[config.mk]
export PLATFORM = sky130hd
export DESIGN_NAME = mecc_mode_ctrl
export DESIGN_NICKNAME = d
export VERILOG_FILES = /design/src/rtl/mecc_pkg.sv /design/src/rtl/mecc_region_map.sv /design/src/rtl/mecc_ref_div.sv /design/src/rtl/mecc_act_gate.sv /design/src/rtl/mecc_sweep_fsm.sv /design/src/rtl/mecc_mode_ctrl.sv
export SDC_FILE = /design/constraint.sdc
export NUM_CORES = 1
export LEC_CHECK = 0
export ABC_AREA = 1
export BUFFER_PORTS_ARGS = -buffer_cell sky130_fd_sc_hd__buf_2
export CORE_AREA = 2 2 83 85
export CTS_BUF_LIST = sky130_fd_sc_hd__clkbuf_16
export DETAILED_ROUTE_END_ITERATION = 8
export DIE_AREA = 0 0 85 87
export PLACE_DENSITY = 0.83
export SLEW_MARGIN = 5
export SYNTH_ARGS = -nofsm -noshare
export SYNTH_HDL_FRONTEND = slang
export SYNTH_SLANG_ARGS = --single-unit
export TNS_END_PERCENT = 30
[constraint.sdc]
create_clock -name clk_i -period 6.1 [get_ports clk_i]
set_input_delay 0.61 -clock clk_i [delete_from_list [all_inputs] [get_ports clk_i]]
set_output_delay 0.61 -clock clk_i [all_outputs]
set_load 0.01 [all_outputs]
[src/rtl/mecc_pkg.sv]
package mecc_pkg;
  typedef enum logic [1:0] {
    ST_ACTIVE = 2'd0,
    ST_SCAN   = 2'd1,
    ST_LINE   = 2'd2,
    ST_SLOW   = 2'd3
  } mecc_state_e;
endpackage

[src/rtl/mecc_region_map.sv]
module mecc_region_map #(
  parameter int N_RGN = 8,
  localparam int RGN_W = $clog2(N_RGN)
) (
  input  logic             clk_i,
  input  logic             rst_ni,
  input  logic             set_i,
  input  logic [RGN_W-1:0] set_idx_i,
  input  logic             clr_i,
  input  logic [RGN_W-1:0] clr_idx_i,
  output logic [N_RGN-1:0] map_o
);
  for (genvar g = 0; g < N_RGN; g++) begin : g_bit
    // set wins over clear: a fresh downgrade must not be lost
    always_ff @(posedge clk_i or negedge rst_ni) begin
      if (!rst_ni)                                    map_o[g] <= 1'b0;
      else if (set_i && set_idx_i == RGN_W'(g))       map_o[g] <= 1'b1;
      else if (clr_i && clr_idx_i == RGN_W'(g))       map_o[g] <= 1'b0;
    end
  end
endmodule

[src/rtl/mecc_ref_div.sv]
module mecc_ref_div #(
  parameter int DIV_W = 4
) (
  input  logic clk_i,
  input  logic rst_ni,
  input  logic slow_i,
  input  logic pulse_i,
  output logic pulse_o
);
  logic [DIV_W-1:0] cnt_q;

  always_ff @(posedge clk_i or negedge rst_ni) begin
    if (!rst_ni)         cnt_q <= '0;
    else if (!slow_i)    cnt_q <= '0;
    else if (pulse_i)    cnt_q <= cnt_q + 1'b1;
  end

  // forward on counter wrap only while slowed
  assign pulse_o = pulse_i & (~slow_i | (&cnt_q));
endmodule

[src/rtl/mecc_act_gate.sv]
module mecc_act_gate #(
  parameter int WINDOW = 1024,
  localparam int MISS_W = $clog2(WINDOW + 1),
  localparam int WIN_W  = $clog2(WINDOW)
) (
  input  logic              clk_i,
  input  logic              rst_ni,
  input  logic              miss_i,
  input  logic [MISS_W-1:0] thresh_i,
  output logic              en_o,
  output logic              win_end_o
);
  logic [WIN_W-1:0]  win_q;
  logic [MISS_W-1:0] miss_q;
  logic [MISS_W-1:0] total;

  assign win_end_o = (win_q == WIN_W'(WINDOW - 1));
  assign total     = miss_q + MISS_W'(miss_i);

  always_ff @(posedge clk_i or negedge rst_ni) begin
    if (!rst_ni) begin
      win_q  <= '0;
      miss_q <= '0;
      en_o   <= 1'b0;
    end else if (win_end_o) begin
      win_q  <= '0;
      miss_q <= '0;
      en_o   <= (total > thresh_i);
    end else begin
      win_q  <= win_q + 1'b1;
      miss_q <= total;
    end
  end
endmodule

[src/rtl/mecc_sweep_fsm.sv]
module mecc_sweep_fsm
  import mecc_pkg::*;
#(
  parameter int N_RGN         = 8,
  parameter int LINES_PER_RGN = 2097152,
  localparam int RGN_W  = $clog2(N_RGN),
  localparam int LINE_W = $clog2(LINES_PER_RGN)
) (
  input  logic                    clk_i,
  input  logic                    rst_ni,
  input  logic                    idle_i,
  input  logic [N_RGN-1:0]        map_i,
  input  logic                    ack_i,
  output mecc_state_e             state_o,
  output logic                    req_o,
  output logic [RGN_W+LINE_W-1:0] addr_o,
  output logic                    clr_o,
  output logic [RGN_W-1:0]        clr_idx_o
);
  localparam logic [RGN_W-1:0]  LAST_RGN  = RGN_W'(N_RGN - 1);
  localparam logic [LINE_W-1:0] LAST_LINE = LINE_W'(LINES_PER_RGN - 1);

  mecc_state_e       state_q, state_d;
  logic [RGN_W-1:0]  rgn_q, rgn_d;
  logic [LINE_W-1:0] line_q, line_d;
  logic              last_line;

  assign last_line = (line_q == LAST_LINE);

  always_comb begin
    state_d = state_q;
    rgn_d   = rgn_q;
    line_d  = line_q;
    unique case (state_q)
      ST_ACTIVE: if (idle_i) begin
        state_d = ST_SCAN;
        rgn_d   = '0;
      end
      ST_SCAN: begin
        if (!idle_i)             state_d = ST_ACTIVE;
        else if (map_i[rgn_q]) begin
          state_d = ST_LINE;
          line_d  = '0;
        end
        else if (rgn_q == LAST_RGN) state_d = ST_SLOW;
        else                     rgn_d = rgn_q + 1'b1;
      end
      ST_LINE: if (ack_i) begin
        // abort only at a line boundary
        if (!idle_i)                   state_d = ST_ACTIVE;
        else if (!last_line)           line_d  = line_q + 1'b1;
        else if (rgn_q == LAST_RGN)    state_d = ST_SLOW;
        else begin
          state_d = ST_SCAN;
          rgn_d   = rgn_q + 1'b1;
        end
      end
      ST_SLOW: if (!idle_i) state_d = ST_ACTIVE;
      default: state_d = ST_ACTIVE;
    endcase
  end

  always_ff @(posedge clk_i or negedge rst_ni) begin
    if (!rst_ni) begin
      state_q <= ST_ACTIVE;
      rgn_q   <= '0;
      line_q  <= '0;
    end else begin
      state_q <= state_d;
      rgn_q   <= rgn_d;
      line_q  <= line_d;
    end
  end

  assign state_o   = state_q;
  assign req_o     = (state_q == ST_LINE);
  assign addr_o    = {rgn_q, line_q};
  assign clr_o     = (state_q == ST_LINE) && ack_i && last_line;
  assign clr_idx_o = rgn_q;
endmodule

[src/rtl/mecc_mode_ctrl.sv]
module mecc_mode_ctrl
  import mecc_pkg::*;
#(
  parameter int N_RGN         = 8,
  parameter int LINES_PER_RGN = 2097152,
  parameter int WINDOW        = 1024,
  parameter int DIV_W         = 4
) (
  input  logic                                             clk_i,
  input  logic                                             rst_ni,
  input  logic                                             idle_i,
  input  logic                                             miss_i,
  input  logic [$clog2(WINDOW+1)-1:0]                      thresh_i,
  input  logic                                             dg_wr_i,
  input  logic [$clog2(N_RGN)-1:0]                         dg_rgn_i,
  output logic                                             dg_en_o,
  input  logic                                             ref_pulse_i,
  output logic                                             ref_pulse_o,
  output logic                                             slow_ref_o,
  output logic                                             sweep_busy_o,
  output logic                                             ln_req_o,
  output logic [$clog2(N_RGN)+$clog2(LINES_PER_RGN)-1:0]   ln_addr_o,
  input  logic                                             ln_ack_i
);
  localparam int RGN_W = $clog2(N_RGN);

  mecc_state_e      state;
  logic [N_RGN-1:0] map;
  logic             clr;
  logic [RGN_W-1:0] clr_idx;
  logic             dg_en_q;
  logic             win_end;

  mecc_region_map #(.N_RGN(N_RGN)) i_map (
    .clk_i     (clk_i),
    .rst_ni    (rst_ni),
    .set_i     (dg_wr_i),
    .set_idx_i (dg_rgn_i),
    .clr_i     (clr),
    .clr_idx_i (clr_idx),
    .map_o     (map)
  );

  mecc_sweep_fsm #(.N_RGN(N_RGN), .LINES_PER_RGN(LINES_PER_RGN)) i_fsm (
    .clk_i     (clk_i),
    .rst_ni    (rst_ni),
    .idle_i    (idle_i),
    .map_i     (map),
    .ack_i     (ln_ack_i),
    .state_o   (state),
    .req_o     (ln_req_o),
    .addr_o    (ln_addr_o),
    .clr_o     (clr),
    .clr_idx_o (clr_idx)
  );

  mecc_act_gate #(.WINDOW(WINDOW)) i_act (
    .clk_i     (clk_i),
    .rst_ni    (rst_ni),
    .miss_i    (miss_i),
    .thresh_i  (thresh_i),
    .en_o      (dg_en_q),
    .win_end_o (win_end)
  );

  assign slow_ref_o   = (state == ST_SLOW);
  assign sweep_busy_o = (state == ST_SCAN) || (state == ST_LINE);
  assign dg_en_o      = dg_en_q && (state == ST_ACTIVE);

  mecc_ref_div #(.DIV_W(DIV_W)) i_div (
    .clk_i   (clk_i),
    .rst_ni  (rst_ni),
    .slow_i  (slow_ref_o),
    .pulse_i (ref_pulse_i),
    .pulse_o (ref_pulse_o)
  );
endmodule

**Word level (Yosys, flattened, before mapping)**

Index checks and enable logic that the tools add are counted.

- Memory bits (read-only): 0
- Output and inout bits: 29
- Register bits: 60
- Memories: 0
- Input port bits: 21
- Word-level logic and storage cells: 139
- Bits in writable memories: 0
- Latch bits: 0

- Shifts and indexed selects: 0
- Bitwise gates (word level): 3
- Equal/unequal tests: 31
- Divide/modulo/power cells: 0
- Muxes and demuxes: 46
- $mul: 0
- Magnitude comparators: 2
- Reductions and logical operators: 37
- Add/subtract/negate cells: 5

Operator list:

| kind | number |
|---|---|
| 21-bit 2-to-1 mux | 5 |
| 21-bit case mux with 2 select lines | 1 |
| 3-bit == test, second input constant | 8 |
| 21-bit by 1-bit adder with 21-bit output, second input constant | 1 |
| 21-bit == test, second input constant | 1 |
| 3-bit 2-to-1 mux | 7 |
| 1-bit logical AND | 19 |
| 2-bit 2-to-1 mux | 9 |
| 2-bit nonzero test | 9 |
| 1-bit 2-to-1 mux | 17 |
| 2-bit inequality test, second input constant | 7 |
| 3-bit by 2-bit == test with 1-bit output, second input constant | 4 |
| 11-bit by 1-bit adder with 11-bit output | 1 |
| 11-bit greater-than comparator | 1 |
| 11-bit 2-to-1 mux | 1 |
| 10-bit by 1-bit adder with 10-bit output, second input constant | 1 |
| 10-bit == test, second input constant | 1 |
| 10-bit 2-to-1 mux | 1 |
| 3-bit case mux with 3 select lines | 1 |
| 4-bit 2-to-1 mux | 2 |
| 2-bit case mux with 4 select lines | 1 |
| 7-bit AND reduction | 1 |
| 3-bit by 1-bit == test with 1-bit output, second input constant | 2 |
| 3-bit zero test | 2 |
| other kinds (18) | 21 |

**Depth between registers and ports, before layout**

- Word-level depth: 6
- Gate-level depth with buffers: 14
- Depth with buffers taken out: 13

**Cells and area by module**

Synthesis repeated with hierarchy kept, for this count alone.

- Cell total of the unflattened synthesis: 628
- Area total of the unflattened synthesis: 4257.8 sq um

Modules (own cells, without submodules):

| module | area each (sq um) | instances | seq. area each (sq um) | cells an instance |
|---|---|---|---|---|
| mecc_sweep_fsm | 2093.3 | 1 | 650.6 | 336 |
| mecc_act_gate | 1514.0 | 1 | 550.5 | 200 |
| mecc_region_map | 407.9 | 1 | 200.2 | 61 |
| mecc_ref_div | 202.7 | 1 | 100.1 | 25 |
| mecc_mode_ctrl | 40.0 | 1 | 0.0 | 6 |

**Least setup slack after synthesis**

No wires, ideal clock.

- Path kind: input -> register
- Start: in miss_i
- End: reg i_act.en_o
- Library setup time: 124 ps
- Stages: 13
- Path slack: 3650 ps
- Buffers on the path: 1
- Required time: 5976 ps
- Data arrival time: 2327 ps
- Cells stage by stage: ha_1 -> ha_1 -> clkbuf_1 -> nand4_1 -> o21ai_0 -> inv_1 -> ha_1 -> a21oi_1 -> o21ai_0 -> nand2_1 -> nand3_1 -> o211ai_1 -> nand2_1

- Cells in the longest elaborated chain, start to end: 2

Ends and longest elaborated chain:

| what | RTL line | text |
|---|---|---|
| from (decl) | mecc_mode_ctrl.sv:12 | `input logic miss_i,` |
| 11-bit by 1-bit adder with 11-bit output | mecc_act_gate.sv:18 | `assign total = miss_q + MISS_W'(miss_i);` |
| 11-bit greater-than comparator | mecc_act_gate.sv:28 | `en_o <= (total > thresh_i);` |
| to (signal assigned) | mecc_act_gate.sv:28 |  |
| to (decl) | mecc_act_gate.sv:10 | `output logic en_o,` |

No other way between the ends.
A chain may end at the register's enable or synchronous reset.

**Final worst setup path**

- Start: reg i_fsm.state_q[0], in the netlist i_fsm.state_o[0]
- End: out ln_req_o

- Cells in the longest elaborated chain, start to end: 1

Ends and longest elaborated chain:

| what | RTL line | text |
|---|---|---|
| from (decl) | mecc_sweep_fsm.sv:23 | `mecc_state_e state_q, state_d;` |
| from (signal assigned) | mecc_sweep_fsm.sv:69 | `state_q <= state_d;` |
| 2-bit == test | mecc_sweep_fsm.sv:76 | `assign req_o = (state_q == ST_LINE);` |
| to (decl) | mecc_mode_ctrl.sv:21 | `output logic ln_req_o,` |

No other way between the ends.

==> qor.tcl <==
set qor(route.detailed.vias_per_inst) 5.41
set qor(critical_path.max_fanout) 20
set qor(synth.net_count) 573
set qor(grt_max_degree) 61
set qor(path_class) {flop to output port}
set qor(synth_enable_flop_cells) 0
set qor(synth_compound_gate_area_share) 0.102
set qor(timing.clock.skew_ns) 0.00496
set qor(power.switching_uw) 600
set qor(place.gp.congestion) 0.901
set qor(r2r_setup_slack_ns) 3.73
set qor(grt_pass1_wl_mm) 15.5
set qor(placement_rows) 30
set qor(r2r.worst_path.cells) 12
set qor(synth.yosys.seq_area_share) 0.379
set qor(synth_simple_gate_area_frac) 0.314
set qor(cap_viol_max_count) 0
set qor(clkSinkCount) 60
set qor(power.density_cell_area_nw_per_um2) 344
set qor(rr_endpoint) {i_act.en_o$_DFFE_PN0N_}
set qor(ys_ff_latch) 60
set qor(period_needed_ns) 2.43
set qor(worst_slew_margin_relative_to_its_limit) 0.439
set qor(postSynthCellCount) 526
set qor(pwr-share-comb) 0.339
set qor(cts_made_buffers) 9
set qor(power.static_leakage_uw) 0.00234
set qor(clockBufferDepth) 2
set qor(hpwl_mm) 6.36
set qor(setup_viol) 0
set qor(min-delay-path-class) {primary input to asynchronous set/reset pin}
set qor(synth_largest_area_cell) {dfrtp_1}
set qor(crit_path_required_time_ns) 5.49
set qor(cts-htree-levels) 3
set qor(placed_area_um2) 4260
set qor(yosysMostFrequentCell) {nand2_1}
set qor(yosys_warn_count) 0
set qor(detailroute.via_count) 3585
set qor(core_region_area_um2) 6570
set qor(grt_remaining_overflow) 0
set qor(final_cell_area_um2) 4560
set qor(tns_ns) 0
set qor(endpoint_kind) {output port}
set qor(post-synth-top-area-fraction) 0.379
set qor(switching_share) 0.382
set qor(fin_nets) 626
set qor(io-pin-count) 50
set qor(grt_pass1_vias) 3643
set qor(number_of_buffers_inserted_for_hold_repair_after_clock_tree_synthesis) 0
set qor(area_growth_syn_to_layout_pct) 15.2
set qor(worstSkewPairLatency_ns) 0.33
set qor(dieWidth_um) 85
set qor(drtAntennaViolNets) 0
set qor(netlist-cell-type-count) 38
set qor(synth-adder-area-share) 0.0821
set qor(drive_above_1_share) 0.165
set qor(die-area_um2) 7400
set qor(postCtsSetupRepairBufs) 0
set qor(cts.root.buffer_cell) {clkbuf_16}
set qor(power_frac_seq) 0.321
set qor(run_status) {completed}
set qor(yosys-top-cells-area) {dfrtp_1 38%, nand2_1 13%, ha_1 8.2%}
set qor(num_antenna_cells) 0
set qor(drc_errors) 0
set qor(first_pass_iters) 5
set qor(global_route.usage.total) 0.260
set qor(slew_violations) 0
set qor(async_flop_share) 1.00
set qor(buffer_ports.inserted) 49
set qor(antenna_found_initial) 0
set qor(fp.dieH_um) 87
set qor(intPower_uw) 969
set qor(number_of_gates_given_a_new_drive_strength_after_cts) 0
set qor(kind_of_start_point_of_the_critical_path) {flop}
set qor(hold_viol_final) 0
set qor(ys.flop_type) {dfrtp_1}
set qor(tritoncts) {done}
set qor(final_core_util) 0.694
set qor(drt_first_iter_violations) 144
set qor(synth_mux_area_frac) 0
set qor(fmaxAchievable_mhz) 412
set qor(yosys.area_share.xor_xnor) 0.0310
set qor(worst_slew_pin_slew_ns) 0.842
set qor(cts.reportedPaths.clkPinSlew_ns) 0.05
set qor(max-vdd-ir-drop_uv) 245
set qor(initial_core_utilization) 0.603
set qor(sum_of_routed_wire_length_over_all_layers_mm) 8.85
set qor(final.period_utilization) 0.398
set qor(setup_repair_after_global_routing_missed_its_margin) {false}
set qor(regToRegStartpoint) {i_act.miss_q[0]$_DFF_PN0_}
set qor(route.detailed.wl_per_inst_um) 13.4
set qor(post_synth_top_cells) {142 x nand2_1, 80 x inv_1, 60 x dfrtp_1}
set qor(pwr-share-clk) 0.340
set qor(layout.filler_cells) 564
set qor(timing.critical_path.arrival_ns) 1.82
set qor(syn_avg_cell_area_um2) 7.53
set qor(synth_area_um2) 3960
set qor(main_combinational_cell_family_by_area_after_synthesis) {simple AND/OR/NAND/NOR gates}
state kept, by name, summed over array words and instances, names as in the netlist:
signal	cells
i_fsm.line_q	21
i_act.miss_q	11
i_act.win_q	10
i_map.map_o	8
i_div.cnt_q	4
i_fsm.clr_idx_o	3
i_fsm.state_o	2
i_act.en_o	1
worst max-delay path by stage:
stage                                 startpoint                endpoint  slack [ns]
finish              i_fsm.state_o[0]$_DFFE_PN0P_                ln_req_o        3.67
global route                              miss_i  i_act.en_o$_DFFE_PN0N_        3.46
detailed placement                        miss_i  i_act.en_o$_DFFE_PN0N_        3.37
global placement                          miss_i  i_act.en_o$_DFFE_PN0N_        3.50
CTS                 i_fsm.state_o[0]$_DFFE_PN0P_                ln_req_o        3.70
floorplan                                 miss_i  i_act.en_o$_DFFE_PN0N_        3.65
logic make-up after synthesis:
group / after synthesis
AO/OA/AOI/OAI: 63
XOR/XNOR: 14
adder cells (fa/ha/maj): 26
buffers and inverters: 89
flip-flops: 60
AND/OR/NAND/NOR: 274
critical path, stage by stage (launching register included):
cell and delay (ns):
dfrtp_1 0.41, inv_1 0.10, ha_1 0.71, buf_2 0.27
cell type report:
type	count	area [µm²]	share of cell area
Clock buffer	9	225	0.0494
Clock inverter	6	80.1	0.0176
Inverter	81	304	0.0667
Multi-Input combinational cell	377	2100	0.460
Sequential cell	60	1500	0.329
Tap cell	80	100	0.0219
Timing Repair Buffer	50	253	0.0554
layer usage:
metal / up-vias / routed length [µm] / global-route usage
met5: - / 0 / 0
met4: 0 / 146 / 0.115
met3: 16 / 475 / 0.0427
met2: 103 / 4320 / 0.453
met1: 1662 / 3910 / 0.317
li1: 1804 / - / -
power groups by stage:
stage	logic (µW)	registers (µW)	clock network, µW
2_1_floorplan	435	499	0
3_3_place_gp	514	507	0
3_5_place_dp	530	508	0
4_1_cts	534	502	536
5_1_grt	602	510	555
6_report	531	504	534
per-stage QoR:
stage	cells	total power, µW	hold slack, ns	setup WS, ns
2_1_floorplan	526	934	0.314	3.65
3_3_place_gp	648	1020	0.475	3.50
3_5_place_dp	648	1040	0.467	3.37
4_1_cts	663	1570	0.475	3.70
5_1_grt	663	1670	0.523	3.46
6_report	663	1570	0.423	3.67
layout by cell type (no fill, tap or decap), types with 4 or more instances in the layout:
master       n
o21ai_2     11
o21ai_0     14
clkinv_2     4
nor2_1      44
clkbuf_16    9
dfrtp_1     60
buf_2       49
a21oi_1     12
nand3b_1     4
ha_1        26
inv_1       80
nand3_1     42
o21ai_1      8
o22ai_1      7
xor2_1      12
nor3_1      10
nand4_1     12
nand2_1    142
(Power assumes the default switching activity.)
